`src/rtl/etm_pkg.sv`:
```
package etm_pkg;
  localparam int unsigned PHASES = 4;

  typedef enum logic [1:0] {
    PH_Q1 = 2'd0,
    PH_Q2 = 2'd1,
    PH_Q3 = 2'd2,
    PH_Q4 = 2'd3
  } phase_e;
endpackage

```
`src/rtl/etm_rst_sync.sv`:
```
module etm_rst_sync #(
  parameter int unsigned STAGES = 2
) (
  input  logic clk_i,
  input  logic rst_ni,
  output logic rst_no
);
  logic [STAGES-1:0] chain_q;
  logic [STAGES-1:0] chain_d;

  always_comb begin
    chain_d = {chain_q[STAGES-2:0], 1'b1};
  end

  always_ff @(posedge clk_i or negedge rst_ni) begin
    if (!rst_ni) chain_q <= '0;
    else         chain_q <= chain_d;
  end

  assign rst_no = chain_q[STAGES-1];
endmodule

```
`src/rtl/etm_phase_gen.sv`:
```
module etm_phase_gen
  import etm_pkg::*;
(
  input  logic   clk_i,
  input  logic   rst_ni,
  output phase_e phase_o,
  output logic   capture_o,
  output logic   commit_o
);
  phase_e phase_q;
  phase_e phase_d;

  always_comb begin
    phase_d = phase_e'(phase_q + 2'd1);
  end

  always_ff @(posedge clk_i or negedge rst_ni) begin
    if (!rst_ni) phase_q <= PH_Q1;
    else         phase_q <= phase_d;
  end

  assign phase_o   = phase_q;
  assign capture_o = (phase_q == PH_Q2) || (phase_q == PH_Q4);
  assign commit_o  = (phase_q == PH_Q4);

  AST_PHASE_WALK: assert property (@(posedge clk_i) disable iff (!rst_ni)
    (phase_q == PH_Q4) |=> (phase_q == PH_Q1));
endmodule

```
`src/rtl/etm_prescaler.sv`:
```
module etm_prescaler #(
  parameter int unsigned SEL_W = 3,
  localparam int unsigned DIV_W = 1 << SEL_W
) (
  input  logic             clk_i,
  input  logic             rst_ni,
  input  logic             pin_i,
  input  logic             clr_i,
  input  logic [SEL_W-1:0] sel_i,
  output logic             tap_o
);
  logic             pin_q;
  logic [DIV_W-1:0] div_q;
  logic [DIV_W-1:0] div_d;
  logic             pin_rise;

  always_comb begin
    pin_rise = pin_i && !pin_q;
    if (clr_i)         div_d = '0;
    else if (pin_rise) div_d = div_q + 1'b1;
    else               div_d = div_q;
  end

  always_ff @(posedge clk_i or negedge rst_ni) begin
    if (!rst_ni) begin
      pin_q <= 1'b0;
      div_q <= '0;
    end else begin
      pin_q <= pin_i;
      div_q <= div_d;
    end
  end

  assign tap_o = div_q[sel_i];

  AST_DIV_CLEAR: assert property (@(posedge clk_i) disable iff (!rst_ni)
    clr_i |=> (div_q == '0));
  AST_DIV_HOLD: assert property (@(posedge clk_i) disable iff (!rst_ni)
    (!clr_i && !(pin_i && !pin_q)) |=> $stable(div_q));
endmodule

```
`src/rtl/etm_edge_sampler.sv`:
```
module etm_edge_sampler (
  input  logic clk_i,
  input  logic rst_ni,
  input  logic src_i,
  input  logic capture_i,
  input  logic consume_i,
  input  logic flush_i,
  output logic pend_o
);
  logic smp_q, smp_d;
  logic pend_q, pend_d;
  logic rise;

  always_comb begin
    rise  = capture_i && src_i && !smp_q;
    smp_d = capture_i ? src_i : smp_q;
    if (flush_i) pend_d = 1'b0;
    else         pend_d = (consume_i ? 1'b0 : pend_q) | rise;
  end

  always_ff @(posedge clk_i or negedge rst_ni) begin
    if (!rst_ni) begin
      smp_q  <= 1'b0;
      pend_q <= 1'b0;
    end else begin
      smp_q  <= smp_d;
      pend_q <= pend_d;
    end
  end

  assign pend_o = pend_q;

  AST_CAPTURE_ONLY: assert property (@(posedge clk_i) disable iff (!rst_ni)
    !capture_i |=> $stable(smp_q));
  AST_RISE_PENDS: assert property (@(posedge clk_i) disable iff (!rst_ni)
    (capture_i && src_i && !smp_q && !flush_i) |=> pend_q);
endmodule

```
`src/rtl/ext_event_timer.sv`:
```
module ext_event_timer
  import etm_pkg::*;
#(
  parameter int unsigned CNT_W     = 8,
  parameter int unsigned SEL_W     = 3,
  parameter int unsigned BLOCK_CYC = 2
) (
  input  logic             clk_i,
  input  logic             rst_ni,
  input  logic             ext_pin_i,
  input  logic             psc_en_i,
  input  logic [SEL_W-1:0] psc_sel_i,
  input  logic             wr_en_i,
  input  logic [CNT_W-1:0] wr_data_i,
  input  logic             ovf_clr_i,
  output logic [CNT_W-1:0] count_o,
  output logic             ovf_o
);
  localparam int unsigned BLOCK_CLK = BLOCK_CYC * PHASES;
  localparam int unsigned BLK_W     = $clog2(BLOCK_CLK + 1);
  localparam logic [BLK_W-1:0] BLOCK_LOAD = BLK_W'(BLOCK_CLK);

  logic             rst_n;
  phase_e           phase;
  logic             capture;
  logic             commit;
  logic             tap;
  logic             src;
  logic             pend;
  logic             incr;
  logic             wrap;

  logic [CNT_W-1:0] cnt_q, cnt_d;
  logic             ovf_q, ovf_d;
  logic [BLK_W-1:0] blk_q, blk_d;

  etm_rst_sync #(.STAGES(2)) u_rst (
    .clk_i  (clk_i),
    .rst_ni (rst_ni),
    .rst_no (rst_n)
  );

  etm_phase_gen u_phase (
    .clk_i     (clk_i),
    .rst_ni    (rst_n),
    .phase_o   (phase),
    .capture_o (capture),
    .commit_o  (commit)
  );

  etm_prescaler #(.SEL_W(SEL_W)) u_psc (
    .clk_i  (clk_i),
    .rst_ni (rst_n),
    .pin_i  (ext_pin_i),
    .clr_i  (wr_en_i),
    .sel_i  (psc_sel_i),
    .tap_o  (tap)
  );

  assign src = psc_en_i ? tap : ext_pin_i;

  etm_edge_sampler u_smp (
    .clk_i     (clk_i),
    .rst_ni    (rst_n),
    .src_i     (src),
    .capture_i (capture),
    .consume_i (commit),
    .flush_i   (wr_en_i),
    .pend_o    (pend)
  );

  always_comb begin
    incr = commit && pend && !wr_en_i && (blk_q == '0);
    wrap = incr && (cnt_q == {CNT_W{1'b1}});

    if (wr_en_i)   cnt_d = wr_data_i;
    else if (incr) cnt_d = cnt_q + 1'b1;
    else           cnt_d = cnt_q;

    ovf_d = wrap || (ovf_q && !ovf_clr_i);

    if (wr_en_i)          blk_d = BLOCK_LOAD;
    else if (blk_q != '0) blk_d = blk_q - 1'b1;
    else                  blk_d = blk_q;
  end

  always_ff @(posedge clk_i or negedge rst_n) begin
    if (!rst_n) begin
      cnt_q <= '0;
      ovf_q <= 1'b0;
      blk_q <= '0;
    end else begin
      cnt_q <= cnt_d;
      ovf_q <= ovf_d;
      blk_q <= blk_d;
    end
  end

  assign count_o = cnt_q;
  assign ovf_o   = ovf_q;

  AST_CHANGE_ON_Q4: assert property (@(posedge clk_i) disable iff (!rst_n)
    (!wr_en_i && phase != PH_Q4) |=> $stable(cnt_q));
  AST_STEP_BY_ONE: assert property (@(posedge clk_i) disable iff (!rst_n)
    !wr_en_i |=> (cnt_q == $past(cnt_q) || cnt_q == $past(cnt_q) + 1'b1));
  AST_LOAD: assert property (@(posedge clk_i) disable iff (!rst_n)
    wr_en_i |=> (cnt_q == $past(wr_data_i)));
  AST_BLACKOUT: assert property (@(posedge clk_i) disable iff (!rst_n)
    (blk_q != '0 && !wr_en_i) |=> $stable(cnt_q));
  AST_WRAP_FLAG: assert property (@(posedge clk_i) disable iff (!rst_n)
    wrap |=> (ovf_q && cnt_q == '0));
  AST_FLAG_STICKY: assert property (@(posedge clk_i) disable iff (!rst_n)
    (ovf_q && !ovf_clr_i) |=> ovf_q);
endmodule

```
`config.mk`:
```
export PLATFORM = sky130hd
export DESIGN_NAME = ext_event_timer
export DESIGN_NICKNAME = d
export VERILOG_FILES = /design/src/rtl/etm_pkg.sv /design/src/rtl/etm_rst_sync.sv /design/src/rtl/etm_phase_gen.sv /design/src/rtl/etm_prescaler.sv /design/src/rtl/etm_edge_sampler.sv /design/src/rtl/ext_event_timer.sv
export SDC_FILE = /design/constraint.sdc
export NUM_CORES = 1
export LEC_CHECK = 0
export ABC_AREA = 1
export BUFFER_PORTS_ARGS = -buffer_cell sky130_fd_sc_hd__buf_2
export CAP_MARGIN = 40
export CORE_MARGIN = 3
export CORE_UTILIZATION = 50
export CTS_CLUSTER_DIAMETER = 80
export DETAILED_ROUTE_END_ITERATION = 6
export GPL_ROUTABILITY_DRIVEN = 0
export PLACE_DENSITY = 0.75
export SLEW_MARGIN = 10
export SYNTH_ARGS = -nofsm -noshare
export SYNTH_HDL_FRONTEND = slang
export SYNTH_SLANG_ARGS = --single-unit
```
`constraint.sdc`:
```
create_clock -name clk_i -period 1.06 [get_ports clk_i]
set_input_delay 0.212 -clock clk_i [delete_from_list [all_inputs] [get_ports clk_i]]
set_output_delay 0.212 -clock clk_i [all_outputs]
set_load 0.005 [all_outputs]
```
==> results.md <==
- Seq cells post-synth: 28
- Drt first pass iters: 4
- CP Capture Type: flop
- Cells after synthesis: around 190
- Share of post-route cells with drive strength above 1: around half
- Post-synth EDFFs: 0
- Final WL: 4718 µm
- Max Buffers Root-to-Sink: 2
- Mapped Area: roughly 1600 µm²
- Synth top cells by count: nand2_1, dfrtp_1, inv_1, nand3_1, nor2_1
- Worst slack at placement: -0.3681 ns
- Final Hold Fails: 0
- Clk Latency, worst-skew pair: 0.33 ns
- IO Count: 26
- Peak supply drop: 0.001493 V
- CP arrival: between 1.5 and 2 ns
- Hold path endpoint: ovf_o
- CP Max Fanout: 5
- Failing checks: negative setup slack
- RSZ-0062 raised after global routing: true
- Period utilization: 141.2%
- Die area: ~3800 µm²
- Hold path start: ovf_clr_i
- Comb power frac: 37.7%
- DR WL/cell: around 16 µm
- Kind of critical path: reg -> reg
- Pwr per Cell Area: about 1200 nW/µm²
- F_max: roughly 670 MHz
- R2R depth: 7
- Clock network power share: between 15 and 20%
- Fillcell total: ~140
- Worst setup margin: -0.4363 ns
- Switching share of power: between 30 and 40%
- Htree depth: 1
- Final Max Slew Viols: 0
- CP Cell Sequence: inv_2, ha_4, nand2_4, nor3_4, nand3_4, nand3_2, o211ai_2
- Cell taking the most area after synthesis: dfrtp_1
- Worst path slowest cell: dfrtp_1
- Cell Rows: 19
- Setup_tns: -5.951 ns
- Sw Pwr: approximately 0.95 mW
- TritonCTS clock tree: built
- Number of max-cap violations: 0
- P&R area growth vs syn: 54.14%
- First-pass GRT wire length: 6920 µm
- Reg-to-reg slack, setup: -0.44 ns
- Crit path launch type: flop
- Ys flop type: dfrtp_1
- DP HPWL: ~2700 µm
- Ys async rst share: 100.0%
- Initial antenna violation count: 0
- Synth Net Count: roughly 210
- Nets@finish: 284
- Hold depth: 2
- Grt ovf: 0
- Die W: 61.82 µm
- Reg2reg start: blk_q[1]
- Max incr delay on CP: between 0.4 and 0.5 ns
- Ant. Diodes: 0
- Die Y: 61.82 µm
- Status: finished, violations left
- Final setup vio count: 29
- Via count: roughly 1600
- Final critical-path required period: around 1.5 ns
- Starting Density: a little over half
- Synth cell types: 31
- DRT iter0 DRCs: ~130
- TritonCTS Buffers: 3
- Placeable Area: around 2900 µm²
- Pint: ~1.9 mW
- YS warnings: 0
- WP data required: 1.28 ns
- Syn avg cell area: around 8.3 µm²
- Leak Pwr: 1.166 nW
- Cell with the most instances after synthesis: nand2_1
- Reg clk slew, reported paths: 0.15 ns
- Vias in the first global route: roughly 1600
- Top cell type's share of synthesized area: 44.98%
- Gr usage total: 24.64%
- # DRC: 0
- Clock tree root driver cell: clkbuf_4
- R2R Path End: count_o[4]
- Sequential element share of the synthesized area: roughly 45%
- Largest net degree at the start of global routing: 23
- Clock sinks: 28
- Sequential Power Share: between 40 and 50%
- Dominant cells by area after synthesis: dfrtp_1, nand2_1, nand3_1, inv_1, ha_1
- Drt via density: 5.599
- Worst Skew: 0.006354 ns
- Final core occ: 84.17%
- Worst hold path class: in -> reg
- Final ANT Viol Nets: 0
- IO buf count: 25
stage by stage:
stage	instance area, µm²	cells	total power [mW]	hold WS, ns
floorplan	1605	187	1.726	-0.08359
global placement	1977	270	2.005	-0.001812
detailed placement	1977	270	2.059	-0.0006185
CTS	2248	289	2.743	0.04319
global route	2401	292	3.045	0.02774
finish	2401	292	2.882	0.05378
state kept, by name, summed over array words and instances (netlist names):
register and cells:
blk_q 4, u_smp.smp_q 1, u_phase.phase_o 2, count_o 8
u_rst.chain_q 2, u_psc.pin_q 1, u_smp.pend_o 1, ovf_o 1
u_psc.div_q 8
layer usage:
| metal | track usage (%) | wire (µm) |
|---|---|---|
| met2 | 46.49 | 2492 |
| met4 | 10.30 | 150 |
| met1 | 27.21 | 1870 |
| met3 | 3.719 | 204 |
| met5 | 0 | 0 |
placed cells by master (no fill, tap or decap), types with 4 or more instances in the layout:
cell type,count
a21oi_2,4
buf_2,20
buf_4,33
buf_6,17
dfrtp_1,27
inv_1,19
inv_2,7
nand2_1,34
nand2_2,6
nand3_1,16
nand3_2,8
nor2_1,5
nor2_2,5
nor2_4,4
o21ai_1,6
cell type report:
| class | count | area (µm²) | area share (%) |
|---|---|---|---|
| clock buffer | 4 | 36.28 | 1.511 |
| tap | 31 | 38.79 | 1.615 |
| multi-input combinational | 128 | 938.4 | 39.08 |
| timing repair buffer | 72 | 569.3 | 23.71 |
| sequential | 28 | 701.9 | 29.23 |
| inverter | 29 | 116.4 | 4.846 |
worst max-delay path: cells and delay by family (launching register included):
kind	cells	cell delay, ns
DFF	1	0.42
and+or+nand+nor	4	0.63
adders and majority gates	1	0.16
buffers and inverters	1	0.08
AOI/OAI and AO/OA	1	0.09
what timing repair did:
action                     CTS  global route
pin swaps                   21            16
setup endpoints to repair   28            30
resized for setup           32            38
cloned                       1             0
hold endpoints to repair     2             0
buffers inserted            15             4
hold buffers                 1             0
kinds of logic (layout without fill, tap and decap cells):
group                      after synthesis  count (layout)  synth area share, %
DFF                                     28              28                44.98
xor gates and xnor gates                 5               5                2.812
AOI/OAI and AO/OA                       22              22                8.755
muxes                                    1               1               0.6426
other                                    1               1               0.2407
adders and majority gates                5               5                4.016
and+or+nand+nor                         93              94                29.48
buffers and inverters                   32             105                9.076
power by group through the flow:
| stage | registers (mW) | logic, mW | clock network [mW] |
|---|---|---|---|
| after detailed placement | 1.28 | 0.776 | 0 |
| after global placement | 1.27 | 0.733 | 0 |
| final | 1.27 | 1.09 | 0.523 |
| after global routing | 1.29 | 1.16 | 0.595 |
| after floorplan | 1.30 | 0.428 | 0 |
| after CTS | 1.26 | 0.946 | 0.541 |
how the worst max path moves through the flow:
| stage | startpoint | endpoint | slack [ns] | cells past startpoint |
|---|---|---|---|---|
| 6_report | blk_q[1] | count_o[4] | -0.44 | 7 |
| 5_1_grt | blk_q[1] | count_o[0] | -0.48 | 8 |
| 4_1_cts | blk_q[1] | count_o[5] | -0.35 | 7 |
| 3_5_place_dp | blk_q[1] | count_o[6] | -0.37 | 7 |
| 3_3_place_gp | blk_q[1] | count_o[5] | -0.29 | 7 |
| 2_1_floorplan | blk_q[1] | count_o[5] | -0.30 | 7 |
Note: power is estimated with default switching activity, not from simulation.
